**config.mk**
```make
export PLATFORM = sky130hd
export DESIGN_NAME = pnpcfg_ctrl
export DESIGN_NICKNAME = d
export VERILOG_FILES = /design/src/rtl/pnpcfg_pkg.sv /design/src/rtl/pnpcfg_fsm.sv /design/src/rtl/pnpcfg_resrc.sv /design/src/rtl/pnpcfg_ctrl.sv
export SDC_FILE = /design/constraint.sdc
export NUM_CORES = 1
export LEC_CHECK = 0
export ABC_AREA = 1
export BUFFER_PORTS_ARGS = -buffer_cell sky130_fd_sc_hd__buf_4
export CAP_MARGIN = 20
export CORE_ASPECT_RATIO = 1.4
export CORE_UTILIZATION = 50
export CTS_BUF_LIST = sky130_fd_sc_hd__clkbuf_16
export DETAILED_ROUTE_END_ITERATION = 10
export PLACE_DENSITY = 0.74
export SETUP_SLACK_MARGIN = 0.4
export SYNTH_ARGS = -nofsm -noshare
export SYNTH_HDL_FRONTEND = slang
export SYNTH_SLANG_ARGS = --single-unit
export TNS_END_PERCENT = 5
```
**constraint.sdc**
```tcl
create_clock -name clk -period 5.05 [get_ports clk]
set_input_delay 1.01 -clock clk [delete_from_list [all_inputs] [get_ports clk]]
set_output_delay 1.01 -clock clk [all_outputs]
set_load 0.01 [all_outputs]
```
**src/rtl/pnpcfg_pkg.sv**
```systemverilog
package pnpcfg_pkg;
  typedef enum logic [1:0] {
    ST_WAITKEY = 2'd0,
    ST_SLEEP   = 2'd1,
    ST_ISOL    = 2'd2,
    ST_CONFIG  = 2'd3
  } card_st_t;

  localparam logic [7:0] IX_RDPORT = 8'h00;
  localparam logic [7:0] IX_CTL    = 8'h02;
  localparam logic [7:0] IX_WAKE   = 8'h03;
  localparam logic [7:0] IX_RES    = 8'h04;
  localparam logic [7:0] IX_STAT   = 8'h05;
  localparam logic [7:0] IX_CSN    = 8'h06;
  localparam logic [7:0] IX_LDN    = 8'h07;
endpackage

```
**src/rtl/pnpcfg_fsm.sv**
```systemverilog
module pnpcfg_fsm
  import pnpcfg_pkg::*;
(
  input  logic       clk,
  input  logic       rst,
  input  logic       key_ok,
  input  logic       wake_we,
  input  logic       ctl_we,
  input  logic       csn_we,
  input  logic [7:0] wdata,
  output card_st_t   state,
  output logic [7:0] csn,
  output logic       dev_rst,
  output logic       wake_hit
);
  logic csn_match;
  assign csn_match = (wdata == csn);
  assign wake_hit  = wake_we && csn_match;

  always_ff @(posedge clk) begin
    if (rst) begin
      state   <= ST_WAITKEY;
      csn     <= 8'h00;
      dev_rst <= 1'b0;
    end else begin
      dev_rst <= ctl_we && wdata[0];
      if (ctl_we && wdata[2])
        csn <= 8'h00;
      else if (csn_we)
        csn <= wdata;
      if (state == ST_WAITKEY) begin
        if (key_ok) state <= ST_SLEEP;
      end else if (ctl_we && wdata[1]) begin
        state <= ST_WAITKEY;
      end else if (wake_we) begin
        if (csn_match) begin
          if (state == ST_SLEEP)
            state <= (wdata == 8'h00) ? ST_ISOL : ST_CONFIG;
        end else if (state != ST_SLEEP) begin
          state <= ST_SLEEP;
        end
      end
    end
  end
endmodule

```
**src/rtl/pnpcfg_resrc.sv**
```systemverilog
module pnpcfg_resrc #(
  parameter int DEPTH = 16
) (
  input  logic       clk,
  input  logic       rst,
  input  logic       rewind,
  input  logic       advance,
  output logic [7:0] res_q,
  output logic       ready
);
  localparam int PW = (DEPTH > 1) ? $clog2(DEPTH) : 1;
  localparam logic [PW-1:0] LAST = PW'(DEPTH - 1);

  logic [PW-1:0] ptr;

  function automatic logic [7:0] rom_byte(input logic [PW-1:0] k);
    return 8'((32'(k) * 29 + 90) % 256);
  endfunction

  always_ff @(posedge clk) begin
    if (rst) begin
      ptr   <= '0;
      ready <= 1'b0;
      res_q <= 8'h00;
    end else begin
      res_q <= rom_byte(ptr);
      ready <= !(rewind || advance);
      if (rewind)
        ptr <= '0;
      else if (advance)
        ptr <= (ptr == LAST) ? '0 : ptr + 1'b1;
    end
  end
endmodule

```
**src/rtl/pnpcfg_ctrl.sv**
```systemverilog
module pnpcfg_ctrl
  import pnpcfg_pkg::*;
#(
  parameter bit ALT_MAP   = 1'b0,
  parameter int NUM_LDN   = 4,
  parameter int ROM_DEPTH = 16
) (
  input  logic        clk,
  input  logic        rst,
  input  logic        key_ok,
  input  logic        io_wr,
  input  logic [15:0] wr_addr,
  input  logic [7:0]  wr_data,
  input  logic        io_rd,
  input  logic [15:0] rd_addr,
  output logic [7:0]  io_rdata,
  output logic        io_rack,
  output logic [1:0]  card_state,
  output logic [7:0]  csn_o,
  output logic [7:0]  ldn_o,
  output logic        dev_rst
);
  localparam logic [15:0] PORT_IDX = ALT_MAP ? 16'h0259 : 16'h0279;
  localparam logic [15:0] PORT_WD  = ALT_MAP ? 16'h0A59 : 16'h0A79;

  card_st_t   state;
  logic [7:0] idx, rdsel, csn, ldn, res_q;
  logic       awake, in_cfg, in_iso, idx_we, dat_we, rd_hit;
  logic       wake_we, ctl_we, csn_we, ldn_we, rdsel_we, res_rd;
  logic       wake_hit, res_ready;

  assign awake    = (state != ST_WAITKEY);
  assign in_cfg   = (state == ST_CONFIG);
  assign in_iso   = (state == ST_ISOL);
  assign idx_we   = io_wr && awake && (wr_addr == PORT_IDX);
  assign dat_we   = io_wr && awake && (wr_addr == PORT_WD);
  assign rd_hit   = io_rd && in_cfg && (rd_addr == {6'b0, rdsel, 2'b11});
  assign wake_we  = dat_we && (idx == IX_WAKE);
  assign ctl_we   = dat_we && (idx == IX_CTL);
  assign csn_we   = dat_we && (idx == IX_CSN) && (in_cfg || in_iso);
  assign ldn_we   = dat_we && (idx == IX_LDN) && in_cfg;
  assign rdsel_we = dat_we && (idx == IX_RDPORT) && in_cfg;
  assign res_rd   = rd_hit && (idx == IX_RES);

  pnpcfg_fsm u_fsm (
    .clk(clk), .rst(rst), .key_ok(key_ok), .wake_we(wake_we),
    .ctl_we(ctl_we), .csn_we(csn_we), .wdata(wr_data),
    .state(state), .csn(csn), .dev_rst(dev_rst), .wake_hit(wake_hit)
  );

  pnpcfg_resrc #(.DEPTH(ROM_DEPTH)) u_res (
    .clk(clk), .rst(rst), .rewind(wake_hit), .advance(res_rd),
    .res_q(res_q), .ready(res_ready)
  );

  generate
    if (NUM_LDN > 1) begin : g_multi
      always_ff @(posedge clk) begin
        if (rst)
          ldn <= 8'h00;
        else if (ldn_we && (32'(wr_data) < NUM_LDN))
          ldn <= wr_data;
      end
    end else begin : g_single
      assign ldn = 8'h00;
    end
  endgenerate

  always_ff @(posedge clk) begin
    if (rst) begin
      idx      <= 8'h00;
      rdsel    <= 8'h00;
      io_rdata <= 8'h00;
      io_rack  <= 1'b0;
    end else begin
      if (idx_we)   idx   <= wr_data;
      if (rdsel_we) rdsel <= wr_data;
      io_rack <= rd_hit;
      if (rd_hit) begin
        case (idx)
          IX_RES:  io_rdata <= res_q;
          IX_STAT: io_rdata <= {7'b0, res_ready};
          IX_CSN:  io_rdata <= csn;
          IX_LDN:  io_rdata <= ldn;
          default: io_rdata <= 8'h00;
        endcase
      end
    end
  end

  assign card_state = state;
  assign csn_o      = csn;
  assign ldn_o      = ldn;
endmodule

```
==> results of run 1 <==
## layout by cell type (no fill, tap or decap), types with 7 or more instances in the layout
| cell type | n |
|---|---|
| ha_1 | 13 |
| inv_1 | 75 |
| o211ai_1 | 7 |
| buf_4 | 72 |
| nor2_1 | 74 |
| clkbuf_16 | 9 |
| nand3_1 | 15 |
| nor3_1 | 8 |
| a21oi_1 | 38 |
| dfxtp_1 | 57 |
| nand4_1 | 12 |
| nand2_1 | 122 |
| o21ai_0 | 25 |
## per-layer routing
metal | vias up | GRT usage [%] | share of wire, % | routed length [microns]
met2 | 90 | 45.9 | 50 | 4440
li1 | 1762 | - | - | -
met3 | 25 | 4.52 | 3.8 | 337
met4 | 0 | 13.4 | 4.2 | 373
met1 | 1582 | 30.6 | 42 | 3720
met5 | - | 0 | 0 | 0
## worst max-delay path: stages, from the launching register on
cell and delay, ps:
dfxtp_1 540, inv_1 160, fa_1 520, inv_1 70
fa_1 510, fa_1 480, o21ai_0 210, a21oi_1 110
o21ai_0 170, a21oi_1 60
## cell families (layout without fill, tap and decap cells)
family,Yosys count,after routing,synth area share (%)
buffers and inverters,85,166,9.55
xor gates and xnor gates,7,7,1.79
adders and majority gates,19,19,8.27
and+or+nand+nor,255,255,33.0
DFF,57,57,33.4
AOI/OAI and AO/OA,82,82,14.0
## layout make-up
class / instances / area [sq um] / share of cell area, %
multi-input cells: 363 / 1950 / 44.9
flip-flops and latches: 57 / 1140 / 26.3
repair buffers: 72 / 541 / 12.4
inverters: 78 / 293 / 6.74
clock buffers: 9 / 225 / 5.18
well taps: 92 / 115 / 2.65
clock inverters: 7 / 77.6 / 1.79
## power by group through the flow
stage | clock network (uW) | registers, uW | logic [uW]
final | 608 | 467 | 137
after global routing | 641 | 468 | 159
after floorplan | 0 | 476 | 76.3
after global placement | 0 | 476 | 134
after CTS | 616 | 467 | 137
after detailed placement | 0 | 477 | 136
## sequential cells by signal, indices dropped and copies added (netlist names), 2 cells and up
name,cells
idx,8
io_rdata,8
ldn_o,8
rdsel,8
u_fsm.csn,8
u_fsm.state,2
u_res.ptr,4
u_res.res_q,8
## worst paths after layout
kind,from,slack (ps),end,cells after the start
hold reg to reg,idx[7],450,idx[7],2
hold / removal,idx[7],450,idx[7],2
setup reg to reg,u_res.ptr[2],2110,u_res.res_q[7],9
setup / recovery,u_res.ptr[2],2110,u_res.res_q[7],9
## through the flow
stage | area (sq um) | hold slack, ps | worst slack (ps) | std cells | util [%]
6_report | 4340 | 448 | 2110 | 678 | 65.7
3_3_place_gp | 4040 | 433 | 2260 | 662 | 61.1
5_1_grt | 4340 | 470 | 1890 | 678 | 65.7
2_1_floorplan | 3420 | 424 | 2370 | 505 | -
4_1_cts | 4340 | 450 | 2130 | 678 | 65.7
3_5_place_dp | 4040 | 441 | 2120 | 662 | 61.1
==> flow_summary.ini, run 1 <==
[outcome]
status = complete, no violations

[clocking]
clock_sinks = 57
cts_made_buffers = 9
clockBufferDepth = 2
cts_hold_buffers = 0
cts.clk_slew.worst_paths_ps = 60
cts_tree = done
clkLatencyLatePin_ps = 330
cts_resized = 0
post_cts.repair.setup_buffers = 0
htree_num_levels = 3
root_buffer = clkbuf_16

[pwr]
netSwitchingFraction_pct = 25.7
p_seq_share_pct = 38.6
clkPwrFrac_pct = 50.1
p_int_uw = 900
power_density_nw_per_um2 = 279
power_frac_comb_pct = 11.3
switchingPower_uw = 312
power.leakage_uw = 0.00204
peakVddDrop_uv = 245
total_power_uw = 1210

[synthesis]
ys_top_cells_by_area = dfxtp_1 33%, nand2_1 13%, inv_1 8.2%
syn_inst = 505
synth_fp_nets = 569
syn-cell-area_sq_um = 3420
synth_most_common_cell = nand2_1
synth-seq-cells = 57
yosys_warnings = 0
synth_commonest_cells = 122 x nand2_1, 75 x inv_1, 74 x nor2_1
synth_cell_types = 34
netlist.top_cell.by_area = dfxtp_1
synth_top_area_share_pct = 33.4
seq_area_frac_synth_pct = 33.4
async_flop_share_pct = 0
synthFlopType = dfxtp_1
avgSynthCellArea_sq_um = 6.77
synth_edf_count = 0

[flow_run]
maxCapViolations = 0

[critical_path]
arrival_ps = 3150
critPathLaunchType = register
crit_required_ps = 5260
cp_max_fo = 9
critPathKind = reg2reg
critPathCaptureType = register

[layout]
num-fill-cells = 612
area_growth_pct = 27.0
drive_gt1_share_pct = 18.6
nets = 645
insertedDiodeCount = 0

[routing]
postRouteAntennaNets = 0
drc = 0
drt_iter0_markers = 210
totalWireLength_microns = 8870
dr.pass1.iters = 4
routedWlPerCell_microns = 13.1
post_drt_via_cell_ratio = 5.10
vias = 3459

[global_route]
grtUsageTotal_pct = 26.3
grt_overflow_total = 0
grt_max_degree = 31
grt_pass1_wl_microns = 14700
grt_pass1_vias = 3295
antenna_found_initial = 0

[sta]
fmax_mhz = 340
skew_ps = 7.53
worst_pin_slew_ps = 844
setup-violations-final = 0
period_minus_slack_ps = 2940
fin_tns_setup_ps = 0
rsz0062_at_grt = false
hold_viol = 0
maxSlewViolCount = 0
max-slew-margin-rel_pct = 43.7
period_share_pct = 58.2

[min_path]
hold_path_class = reg2reg

[placed_design]
dp_hpwl_microns = 6860
gp_congestion = 0.905
portBuffers = 72

[die]
start_util_pct = 51.7
die_w_microns = 71.9
die_h_microns = 99.9
rows = 35
die_area_sq_um = 7180
io_pins = 73
fp.coreArea_sq_um = 6610
Note: power is estimated with default switching activity, not from simulation.
==> run 2, diff against run 1 <==
ABC_AREA = 0   (was 1)
CORE_UTILIZATION = 48   (was 50)
PLACE_DENSITY = 0.76   (was 0.74)
clock period = 2.4 ns   (was 5.05 ns; I/O delays follow)
==> flow_summary.ini, run 2 <==
[layout]
final_common_cell = buf_4
layout_common_cells = 90 x buf_4, 53 x dfxtp_1, 42 x nor2_1
drive_gt1_share_pct = 33.4
nets = 494
area_growth_pct = 37.5
insertedDiodeCount = 0
fin_area_sq_um = 4210

[sta]
period_minus_slack_ps = 2450
fmax_mhz = 408
fin_tns_setup_ps = -67.0
max-slew-margin-rel_pct = 72.7
hold_viol = 0
worst_pin_slew_ps = 409
setup-violations-final = 2
skew_ps = 10.2
rsz0062_at_grt = true
worst_hold_slack_ps = 444
maxSlewViolCount = 0
period_share_pct = 102
setup_slack_ps = -48.9

[pwr]
power.leakage_uw = 0.00187
peakVddDrop_uv = 509
total_power_uw = 2310
power_density_nw_per_um2 = 549

[routing]
routedWlPerCell_microns = 15.2
drt_iter0_markers = 119
postRouteAntennaNets = 0
post_drt_via_cell_ratio = 5.55
dr.pass1.iters = 4
vias = 2808
totalWireLength_microns = 7690
drc = 0

[flow_run]
maxCapViolations = 0

[synthesis]
synth_most_common_cell = dfxtp_1
syn_inst = 337
synthFlopType = dfxtp_1
yosys_warnings = 0
netlist.top_cell.by_area = dfxtp_1
synth_top_area_share_pct = 37.2
seq_area_frac_synth_pct = 37.2
ys_top_cells_by_area = dfxtp_1 37%, mux2i_1 8.5%, ha_1 5.3%
synth_commonest_cells = 57 x dfxtp_1, 42 x nor2_1, 26 x mux2i_1
avgSynthCellArea_sq_um = 9.09
async_flop_share_pct = 0
synth_edf_count = 0
syn-cell-area_sq_um = 3060
synth_fp_nets = 401
synth-seq-cells = 57
synth_cell_types = 53

[global_route]
grt_pass1_vias = 2688
grtUsageTotal_pct = 23.6
grt_pass1_wl_microns = 12200
grt_max_degree = 40
grt_overflow_total = 0
antenna_found_initial = 0

[die]
rows = 34
fp.coreArea_sq_um = 6170
die_h_microns = 96.5
io_pins = 73
start_util_pct = 49.7
die_w_microns = 69.5
die_area_sq_um = 6710

[clocking]
root_buffer = clkbuf_16
cts.clk_slew.worst_paths_ps = 50
cts_tree = done
clockBufferDepth = 2
post_cts.repair.setup_buffers = 0
cts_made_buffers = 9
cts_hold_buffers = 0
htree_num_levels = 3
clkLatencyLatePin_ps = 320
clock_sinks = 57

[placed_design]
place_area_sq_um = 3840
dp_hpwl_microns = 5820
portBuffers = 72
gp_congestion = 0.893
dp_worst_setup_slack_ps = -66.8

[critical_path]
cpMaxStageDelayCell = fa_1
critPathCaptureType = register
critPathLaunchType = register
critPathKind = reg2reg
path_common_cell = fa_1
arrival_ps = 2640
crit_required_ps = 2590
cp_max_fo = 3
startpoint = u_res.ptr[1]
path_buf_inv = 3
rr_startpoint = u_res.ptr[1]
crit_path_max_incr_delay_ps = 540
worstPathCellList = inv_4 -> fa_1 -> inv_2 -> fa_1 -> inv_1 -> ha_1 -> a21o_1 -> a21oi_2 -> xor2_1 -> nor2_1
crit_family = adder cells

[min_path]
hold_path_class = in2reg
min_from = wr_data[3]

[outcome]
failed_checks = negative setup slack
status = finished with violations
## run 2: routing by layer
metal / vias to the layer above / GRT usage [%] / wire [microns]
met3: 16 / 6.85 / 405
li1: 1369 / - / -
met4: 0 / 12.4 / 237
met5: - / 0 / 0
met1: 1330 / 23.2 / 2830
met2: 93 / 44.9 / 4210
## run 2: metrics by stage
step           cells  util (%)
2_1_floorplan    337         -
3_3_place_gp     491      62.2
3_5_place_dp     491      62.2
4_1_cts          506      67.2
5_1_grt          506      68.3
6_report         506      68.3
## run 2: cell type report
class | count | area [sq um]
multi-input cells | 252 | 1900
well taps | 72 | 90.1
flip-flops and latches | 57 | 1150
clock inverters | 6 | 60.1
inverters | 17 | 66.3
fillers | 502 | 1950
repair buffers | 93 | 718
clock buffers | 9 | 225
## run 2: timing repair
action / 4_1_cts / 5_1_grt
resized for setup: 6 / 18
pin swaps: 29 / 29
hold endpoints to repair: 0 / 0
setup endpoints to repair: 29 / 32
## run 2: logic make-up (layout without fill, tap and decap cells)
family,Yosys count,count (layout),share of synthesized area (%)
and+or+nand+nor,131,131,24.5
DFF,57,57,37.2
AOI/OAI and AO/OA,55,55,10.5
buffers and inverters,28,125,3.51
muxes,27,27,9.23
xor gates and xnor gates,20,20,5.72
adders and majority gates,19,19,9.23
## run 2: path summary, 6_finish.rpt
path / endpoint / slack (ps) / cells past startpoint
max: u_res.res_q[6] / -50 / 10
min: idx[3] / 440 / 3
max reg2reg: u_res.res_q[6] / -50 / 10
min reg2reg: io_rdata[0] / 470 / 2
## run 2: where the power goes
| group | internal [uW] | switching (uW) | leakage [uW] |
|---|---|---|---|
| Clock | 789 | 420 | 0.000139 |
| Sequential | 952 | 2.13 | 0.000464 |
| Combinational | 80.4 | 70.3 | 0.00127 |
| Total | 1820 | 492 | 0.00187 |
## run 2: worst register-to-register path: stages (launching register included)
cell	delay [ps]
dfxtp_4	380
inv_4	40
fa_1	540
inv_2	50
fa_1	510
inv_1	50
ha_1	260
a21o_1	170
a21oi_2	120
xor2_1	150
nor2_1	50
